<file path="config.mk">
export PLATFORM = sky130hd
export DESIGN_NAME = pt_walker
export DESIGN_NICKNAME = d
export VERILOG_FILES = /design/src/rtl/pt_walker_pkg.sv /design/src/rtl/pt_perm_chk.sv /design/src/rtl/pt_addr_gen.sv /design/src/rtl/pt_flag_upd.sv /design/src/rtl/pt_walker.sv
export SDC_FILE = /design/constraint.sdc
export NUM_CORES = 1
export LEC_CHECK = 0
export BUFFER_PORTS_ARGS = -buffer_cell sky130_fd_sc_hd__buf_2
export CAP_MARGIN = 20
export CORE_MARGIN = 1.5
export CORE_UTILIZATION = 30
export CTS_CLUSTER_SIZE = 28
export DETAILED_ROUTE_END_ITERATION = 6
export GPL_ROUTABILITY_DRIVEN = 0
export PLACE_DENSITY_LB_ADDON = 0.15
export SYNTH_ARGS = -nofsm -noshare
export SYNTH_HDL_FRONTEND = slang
export SYNTH_SLANG_ARGS = --single-unit
export TNS_END_PERCENT = 100
</file>
<file path="constraint.sdc">
create_clock -name clk -period 4.29 [get_ports clk]
set_input_delay 0.6435 -clock clk [delete_from_list [all_inputs] [get_ports clk]]
set_output_delay 0.6435 -clock clk [all_outputs]
set_load 0.05 [all_outputs]
</file>
<file path="src/rtl/pt_walker_pkg.sv">
`timescale 1ns/1ps
package pt_walker_pkg;
  localparam int ADDR_W  = 32;
  localparam int OFF_W   = 12;
  localparam int IDX_W   = 10;
  localparam int ENT_SH  = 2;
  localparam int FRAME_W = ADDR_W - OFF_W;

  localparam int B_PRES  = 0;
  localparam int B_WR    = 1;
  localparam int B_USER  = 2;
  localparam int B_ACC   = 5;
  localparam int B_DIRTY = 6;
  localparam int B_BIG   = 7;

  typedef enum logic [1:0] {
    FLT_NONE   = 2'd0,
    FLT_ABSENT = 2'd1,
    FLT_PRIV   = 2'd2,
    FLT_WPROT  = 2'd3
  } fault_e;

  typedef enum logic [2:0] {
    ST_IDLE,
    ST_DIR_RD,
    ST_TBL_RD,
    ST_DIR_UPD,
    ST_TBL_UPD,
    ST_RESP
  } walk_st_e;
endpackage

</file>
<file path="src/rtl/pt_perm_chk.sv">
`timescale 1ns/1ps
module pt_perm_chk
  import pt_walker_pkg::*;
(
  input  logic   present,
  input  logic   eff_wr,
  input  logic   eff_user,
  input  logic   is_write,
  input  logic   is_user,
  output fault_e verdict
);
  always_comb begin
    if (!present)                verdict = FLT_ABSENT;
    else if (is_user && !eff_user) verdict = FLT_PRIV;
    else if (is_write && !eff_wr)  verdict = FLT_WPROT;
    else                         verdict = FLT_NONE;
  end
endmodule

</file>
<file path="src/rtl/pt_addr_gen.sv">
`timescale 1ns/1ps
module pt_addr_gen #(
  parameter int AW  = 32,
  parameter int OW  = 12,
  parameter int IW  = 10,
  parameter int ESH = 2
) (
  input  logic [AW-OW-1:0] dir_frame,
  input  logic [AW-1:0]    vaddr,
  input  logic [AW-1:0]    dir_ent,
  input  logic [AW-1:0]    tbl_ent,
  output logic [AW-1:0]    dir_ent_addr,
  output logic [AW-1:0]    tbl_ent_addr,
  output logic [AW-1:0]    pa_small,
  output logic [AW-1:0]    pa_large
);
  localparam int BIG_OFF = OW + IW;

  assign dir_ent_addr = {dir_frame, vaddr[AW-1:BIG_OFF], {ESH{1'b0}}};
  assign tbl_ent_addr = {dir_ent[AW-1:OW], vaddr[BIG_OFF-1:OW], {ESH{1'b0}}};
  assign pa_small     = {tbl_ent[AW-1:OW], vaddr[OW-1:0]};
  assign pa_large     = {dir_ent[AW-1:BIG_OFF], vaddr[BIG_OFF-1:0]};
endmodule

</file>
<file path="src/rtl/pt_flag_upd.sv">
`timescale 1ns/1ps
module pt_flag_upd #(
  parameter int W     = 32,
  parameter int A_POS = 5,
  parameter int D_POS = 6
) (
  input  logic [W-1:0] ent,
  input  logic         set_dirty,
  output logic [W-1:0] ent_new,
  output logic         need_wr
);
  always_comb begin
    ent_new        = ent;
    ent_new[A_POS] = 1'b1;
    if (set_dirty) ent_new[D_POS] = 1'b1;
  end
  assign need_wr = (ent_new != ent);
endmodule

</file>
<file path="src/rtl/pt_walker.sv">
`timescale 1ns/1ps
module pt_walker
  import pt_walker_pkg::*;
(
  input  logic                clk,
  input  logic                rst_n,
  input  logic [FRAME_W-1:0]  dir_frame,
  input  logic                req_valid,
  output logic                req_ready,
  input  logic [ADDR_W-1:0]   req_vaddr,
  input  logic                req_write,
  input  logic                req_user,
  output logic                rsp_valid,
  output logic [1:0]          rsp_fault,
  output logic [ADDR_W-1:0]   rsp_paddr,
  output logic                mem_req,
  output logic                mem_we,
  output logic [ADDR_W-1:0]   mem_addr,
  output logic [ADDR_W-1:0]   mem_wdata,
  input  logic [ADDR_W-1:0]   mem_rdata,
  input  logic                mem_ready
);
  // reset: asserted asynchronously, released on the clock
  logic [1:0] rst_sync_q;
  logic       rst_i_n;
  always_ff @(posedge clk or negedge rst_n) begin
    if (!rst_n) rst_sync_q <= 2'b00;
    else        rst_sync_q <= {rst_sync_q[0], 1'b1};
  end
  assign rst_i_n = rst_sync_q[1];

  walk_st_e            st_q, st_d;
  logic [ADDR_W-1:0]   va_q, pde_q, pte_q;
  logic                wr_q, usr_q, big_q, big_d;
  fault_e              flt_q, flt_d;
  logic                accept, xfer, ld_pde, ld_pte, ld_flt;

  logic [ADDR_W-1:0]   dir_ea, tbl_ea, pa_small, pa_large;
  logic [ADDR_W-1:0]   pde_new, pte_new;
  logic                pde_need, pte_need;
  logic                chk_wr, chk_user;
  fault_e              verdict;

  pt_addr_gen #(.AW(ADDR_W), .OW(OFF_W), .IW(IDX_W), .ESH(ENT_SH)) u_addr (
    .dir_frame(dir_frame), .vaddr(va_q), .dir_ent(pde_q), .tbl_ent(pte_q),
    .dir_ent_addr(dir_ea), .tbl_ent_addr(tbl_ea),
    .pa_small(pa_small), .pa_large(pa_large)
  );

  // effective permission: AND across the levels walked so far
  assign chk_wr   = (st_q == ST_TBL_RD) ? (pde_q[B_WR]   & mem_rdata[B_WR])   : mem_rdata[B_WR];
  assign chk_user = (st_q == ST_TBL_RD) ? (pde_q[B_USER] & mem_rdata[B_USER]) : mem_rdata[B_USER];

  pt_perm_chk u_perm (
    .present(mem_rdata[B_PRES]), .eff_wr(chk_wr), .eff_user(chk_user),
    .is_write(wr_q), .is_user(usr_q), .verdict(verdict)
  );

  pt_flag_upd #(.W(ADDR_W), .A_POS(B_ACC), .D_POS(B_DIRTY)) u_dir_flags (
    .ent(pde_q), .set_dirty(big_q & wr_q), .ent_new(pde_new), .need_wr(pde_need)
  );
  pt_flag_upd #(.W(ADDR_W), .A_POS(B_ACC), .D_POS(B_DIRTY)) u_tbl_flags (
    .ent(pte_q), .set_dirty(wr_q), .ent_new(pte_new), .need_wr(pte_need)
  );

  assign accept = (st_q == ST_IDLE) && req_valid;
  assign xfer   = mem_req && mem_ready;

  // next state
  always_comb begin
    st_d   = st_q;
    flt_d  = flt_q;
    big_d  = big_q;
    ld_pde = 1'b0;
    ld_pte = 1'b0;
    ld_flt = 1'b0;
    unique case (st_q)
      ST_IDLE: if (req_valid) begin
        st_d = ST_DIR_RD; flt_d = FLT_NONE; ld_flt = 1'b1;
      end
      ST_DIR_RD: if (mem_ready) begin
        ld_pde = 1'b1;
        big_d  = mem_rdata[B_BIG];
        if (verdict == FLT_ABSENT || (mem_rdata[B_BIG] && verdict != FLT_NONE)) begin
          st_d = ST_RESP; flt_d = verdict; ld_flt = 1'b1;
        end else if (mem_rdata[B_BIG]) st_d = ST_DIR_UPD;
        else                           st_d = ST_TBL_RD;
      end
      ST_TBL_RD: if (mem_ready) begin
        ld_pte = 1'b1;
        if (verdict != FLT_NONE) begin
          st_d = ST_RESP; flt_d = verdict; ld_flt = 1'b1;
        end else st_d = ST_DIR_UPD;
      end
      ST_DIR_UPD: if (!pde_need || mem_ready) st_d = big_q ? ST_RESP : ST_TBL_UPD;
      ST_TBL_UPD: if (!pte_need || mem_ready) st_d = ST_RESP;
      ST_RESP:    st_d = ST_IDLE;
      default:    st_d = ST_IDLE;
    endcase
  end

  // registers
  always_ff @(posedge clk or negedge rst_i_n) begin
    if (!rst_i_n) begin
      st_q  <= ST_IDLE;
      va_q  <= '0;
      wr_q  <= 1'b0;
      usr_q <= 1'b0;
      pde_q <= '0;
      pte_q <= '0;
      big_q <= 1'b0;
      flt_q <= FLT_NONE;
    end else begin
      st_q <= st_d;
      if (accept) begin
        va_q  <= req_vaddr;
        wr_q  <= req_write;
        usr_q <= req_user;
      end
      if (ld_pde) begin
        pde_q <= mem_rdata;
        big_q <= big_d;
      end
      if (ld_pte) pte_q <= mem_rdata;
      if (ld_flt) flt_q <= flt_d;
    end
  end

  // outputs
  always_comb begin
    mem_req   = 1'b0;
    mem_we    = 1'b0;
    mem_addr  = '0;
    mem_wdata = '0;
    unique case (st_q)
      ST_DIR_RD:  begin mem_req = 1'b1; mem_addr = dir_ea; end
      ST_TBL_RD:  begin mem_req = 1'b1; mem_addr = tbl_ea; end
      ST_DIR_UPD: begin mem_req = pde_need; mem_we = 1'b1; mem_addr = dir_ea; mem_wdata = pde_new; end
      ST_TBL_UPD: begin mem_req = pte_need; mem_we = 1'b1; mem_addr = tbl_ea; mem_wdata = pte_new; end
      default: ;
    endcase
  end

  assign req_ready = (st_q == ST_IDLE);
  assign rsp_valid = (st_q == ST_RESP);
  assign rsp_fault = flt_q;
  assign rsp_paddr = (flt_q != FLT_NONE) ? '0 : (big_q ? pa_large : pa_small);

  logic unused_xfer;
  assign unused_xfer = xfer;
endmodule

</file>
After elaboration in Yosys (flattened, before gate mapping). Index checks and enable logic that the tools add are counted.

Equal/unequal tests: 15. Muxes and demuxes: 38. Bitwise gates (word level): 3. Reduce and logical (&&, ||, !) cells: 22.

Operator list (number): 32-bit one-hot mux with 2 select lines (2); 32-bit two-way mux (2); 3-bit two-way mux (7); 2-bit two-way mux (8); 1-bit two-way mux (15); 3-bit one-hot mux with 5 select lines (1); 2-bit inequality test, second input constant (6); 2-bit OR reduction (4); 7-bit AND reduction (1); 3-bit by 2-bit == test with 1-bit output, second input constant (2); 3-bit == test, second input constant (2); 1-bit one-hot mux with 3 select lines (2); 2-bit one-hot mux with 3 select lines (1); 5-bit AND reduction (1); 1-bit logical AND (4); 1-bit zero test (4); 2-bit inequality test (2); 2-bit nonzero test (2); 1-bit bitwise AND (3); 3-bit by 1-bit == test with 1-bit output, second input constant (1); 3-bit zero test (1); 1-bit logical OR (3); 3-bit AND reduction (1); 3-bit nonzero test (1); 2 further kinds (2).

Register bits after elaboration: 106. Output and inout bits: 102. Word-level logic and storage cells: 87.

Logic depth before layout (Yosys ltp).
Word-level depth: 14. Gate-level depth with buffers: 7. Depth with buffers taken out: 5.

Hierarchy. Synthesis repeated with hierarchy kept, for this count alone.

Cells, all modules: 637. Area, all modules: 6995.5 um2.

Modules (own cells, without submodules): pt_walker (instances 1, cells an instance 433, area an instance 5496.5 um2, seq. area each 2627.5 um2); pt_addr_gen (instances 1, cells an instance 129, area an instance 964.7 um2, seq. area each 0.0 um2); pt_flag_upd (instances 2, cells an instance 35, area an instance 251.5 um2, seq. area each 0.0 um2); pt_perm_chk (instances 1, cells an instance 5, area an instance 31.3 um2, seq. area each 0.0 um2).

Worst setup path after synthesis. OpenSTA, ideal clock, no wires.

Kind: register to output. Start: register st_q[2]. End: output port mem_wdata[6]. Data arrival time: 2.042 ns. Slack: 1.605 ns. Stages on the path, launching flop included: 5. Path through: dfrtp_1 > or2b_1 > nor2_2 > a21oi_1 > o21ai_0.

Longest elaborated chain between the ends: 2. Elaborated cells between the ends (all ways): 3. Classes of those cells: eq/ne (2); mux (1).

Ends and longest elaborated chain: start, declared (RTL line pt_walker.sv:32) `walk_st_e st_q, st_d;`; start signal, assigned (RTL line pt_walker.sv:114) `st_q <= st_d;`; 3-bit == test / 3-bit by 2-bit == test with 1-bit output (equally long branches) (RTL line pt_walker.sv:135) `unique case (st_q)`; 32-bit one-hot mux with 2 select lines * (RTL line pt_walker.sv:135); end, declared (RTL line pt_walker.sv:19) `output logic [ADDR_W-1:0] mem_wdata,`.

Every way passes the cells marked *; elsewhere a longest branch is shown, timed or not.

Worst setup path after layout. Same ends and word-level chain as after synthesis.

==> results list <==
* Setup TNS after final layout: 0 ns
* Ports placed on the boundary: 192
* Number of diodes: 0
* Number of antenna violations at the first check in global routing: 0
- Number of CTS-inserted buffers: 9
- Die outline width: 136 µm
- The routed design has 14.6 mm of wire.
- Counting flops with a built-in enable in the synthesized netlist gives 0.
* Data required time at the worst endpoint: 3.65 ns
- The hold violation count in the final report was 0.
- Number of levels the H-tree was split into: 3
* Clock input transition at the sequential cells of the worst setup and hold paths: 0.06 ns
- The number of placed instances, taps included, is 806.
* GRT Util Overall: 16.4%
* Wire length per cell: 17.8 µm
- Summing the areas of all fa, ha and maj instances in the mapped netlist gives 0% of the synthesized area.
- Area share of xor/xnor cells in the synthesized design: 0%
* CTS tree: yes
* Hold buffer count at CTS: 0
- Summing the areas of all compound-gate instances in the mapped netlist gives 14.0% of the synthesized area.
- Wire length of the first global-routing pass: 22.8 mm
* Initial cell density of the core: 30.6%
- Classification of the worst-slack hold path: in -> async
- Number of unique standard cell types used by synthesis: 44
- Counting flops with an async set or reset pin after synthesis yields a share of 100%.
- Once the clock tree was built, the setup fixing pass inserted 0 buffers.
* Launch point of the worst reg-to-reg path: st_q[1]
* Run status: finished, final reports clean
- In the post-synthesis netlist, the biggest area contributors are sky130_fd_sc_hd__dfrtp_1 50%, sky130_fd_sc_hd__mux2_2 16%, sky130_fd_sc_hd__a22o_1 10%.
- Number of violations reported at the end of detailed-routing iteration 0: 169
- Relative to the synthesized area, the layout overhead comes to 26.7%.
- Top_reg_cell synth: sky130_fd_sc_hd__dfrtp_1
* Die height: 136 µm
- The worst path needs 3.39 ns of the cycle, external delays included.
* Total vias in the final route: 4,046
* Critical Setup Path Class: reg -> out
* Register-to-register setup slack: 1.77 ns
- Total congestion overflow: 0
* Worst-skew pair later-pin latency: 0.35 ns
- Root buf cell: sky130_fd_sc_hd__clkbuf_16
- Share of the clock period used by the worst path: 79.0%
- The max-slew violation total from the final report came to 0.
* Share of layout cells above drive strength 1: 50.3%
- After floorplanning, the core was sized to cover 17,200 µm².
- RSZ-0062 raised after global routing: no
- CP Max Fanout: 34
- Non-Filler Instances: 822
- Final antenna-violating net count: 0
- Before antenna repair, the detailed router went through 5 iterations.
- Sequential element share of the synthesized area: 49.8%
- The die covers 18,400 µm².
- Area share of the leading cell type in the synthesized netlist: 49.8%
* Simple-gate share of the synthesized area: 6.57%
* Port-buffer cells: 189
* Post-detailed-route via-to-cell ratio: 4.92
- Data arrives at the worst endpoint at 2.74 ns.
* Largest net degree at the start of global routing: 69
- In this run the core area contains 48 standard-cell rows.
- In the final design database the tool counted 682 nets.
* Number of global-route vias before repair: 4,118
* Worst setup EP type: output port
- Headroom to the max-slew limit: 34.9%
- Synthesis-stage register bit count: 105
* Maximum clock insertion buffer count: 2
* Cell types with the highest counts after synthesis: 105 x sky130_fd_sc_hd__dfrtp_1, 76 x sky130_fd_sc_hd__mux2_2, 60 x sky130_fd_sc_hd__a22o_1
* Synthesized netlist cell count: 418
- Highest attainable clock frequency: 295 MHz
* Worst-case hold slack: 0.0704 ns
- Counting every sink on the clock net gives 105.
- Summed over all nets, the half-perimeter wirelength after detailed placement is 10.1 mm.
* Crit Reg-Reg Endpoint: st_q[1]
- Final cell utilization of the core: 38.8%
- Count of cells resized by post-cts repair: 0
- The most common cell in the synthesized netlist is sky130_fd_sc_hd__dfrtp_1.
- Remaining DRCs: 0
- In this run the cell area of the synthesized design comes to 5270 µm².
- The biggest area contributor in the post-synthesis netlist is sky130_fd_sc_hd__dfrtp_1.
* Largest family of logic cells by synthesized area: multiplexers
- For this run, the number of Yosys warnings is 0.
* Number of cell instances on the worst register-to-register path: 6
- Across the run, the number of max-cap violations was 0.
* Slew of the pin with the lowest slew margin: 0.974 ns
- Final setup skew: 0.00381 ns
* Mux contribution to synthesized area: 25.2%
- Critical path launch point type: flop
* Average footprint of a synthesized cell: 12.6 µm²
* Number of setup violations in the final report: 0
- Layout filler cell count: 1,694
[critical path, stage by stage, from the launching register on]
cell and delay [ns]:
sky130_fd_sc_hd__dfrtp_1 0.70, sky130_fd_sc_hd__nand2b_1 0.29, sky130_fd_sc_hd__nor2_4 0.80, sky130_fd_sc_hd__a21oi_1 0.06, sky130_fd_sc_hd__o21ai_0 0.23, sky130_fd_sc_hd__buf_2 0.30
[layout by cell type, fill, tap and decap left out, drive strengths merged, types with 2 or more instances in the layout]
| cell type | n |
|---|---|
| buf | 196 |
| dfrtp | 105 |
| mux2 | 99 |
| a22o | 60 |
| nor2 | 28 |
| mux2i | 21 |
| clkbuf | 14 |
| and2 | 13 |
| inv | 7 |
| o21ai | 6 |
| nand2b | 5 |
| a21oi | 4 |
| nor3 | 4 |
| nand2 | 3 |
| conb | 3 |
| a211oi | 3 |
| or2 | 2 |
| or3 | 2 |
| o221ai | 2 |
| nand3b | 2 |
| or2b | 2 |
| a21boi | 2 |
[registers in the layout, indices dropped and copies added (netlist names)]
signal	flops
pde_q	31
va_q	32
wr_q	1
usr_q	1
rsp_fault	2
rst_sync_q	2
pte_q	32
big_q	1
st_q	3
[cell families after synthesis]
kind of cell,Yosys count
multiplexers,120
buffers and inverters,41
AND/OR/NAND/NOR,64
other,2
AO/OA/AOI/OAI,86
flip-flops,105
[how the worst max path moves through the flow]
| stage | end | slack (ns) | cells past startpoint | startpoint |
|---|---|---|---|---|
| 2_1_floorplan | big_q | 1.15 | 0 | rst_sync_q[1] |
| 3_3_place_gp | mem_wdata[6] | 1.26 | 5 | st_q[2] |
| 3_5_place_dp | mem_wdata[6] | 1.23 | 5 | st_q[2] |
| 4_1_cts | mem_wdata[6] | 0.85 | 5 | st_q[2] |
| 5_1_grt | mem_wdata[6] | 0.70 | 5 | st_q[2] |
| 6_report | mem_wdata[6] | 0.90 | 5 | st_q[2] |
[through the flow]
stage	worst slack [ns]	cell area, µm²
global placement	1.26	6400
detailed placement	1.23	6400
finish	0.902	6680
global route	0.696	6680
floorplan	1.15	5280
CTS	0.849	6680
[cell type report]
type	count	area [µm²]	share of cell area (%)
Timing Repair Buffer	196	998	14.9
Clock inverter	2	38.8	0.581
Tap cell	225	282	4.21
Sequential cell	105	2630	39.4
Multi-Input combinational cell	273	2460	36.8
Inverter	7	26.3	0.393
Clock buffer	14	244	3.65
[per-layer routing]
layer	part of all wire (%)	track usage (%)	up-vias
met4	1.7	6.75	0
met2	50	26.6	116
met5	0	0	-
li1	-	-	1883
met3	5.4	3.52	15
met1	43	21.2	2032
Power is left out: the tool's default activity adds up to more than one toggle a clock period on the data nets, which glitch-free logic cannot reach.
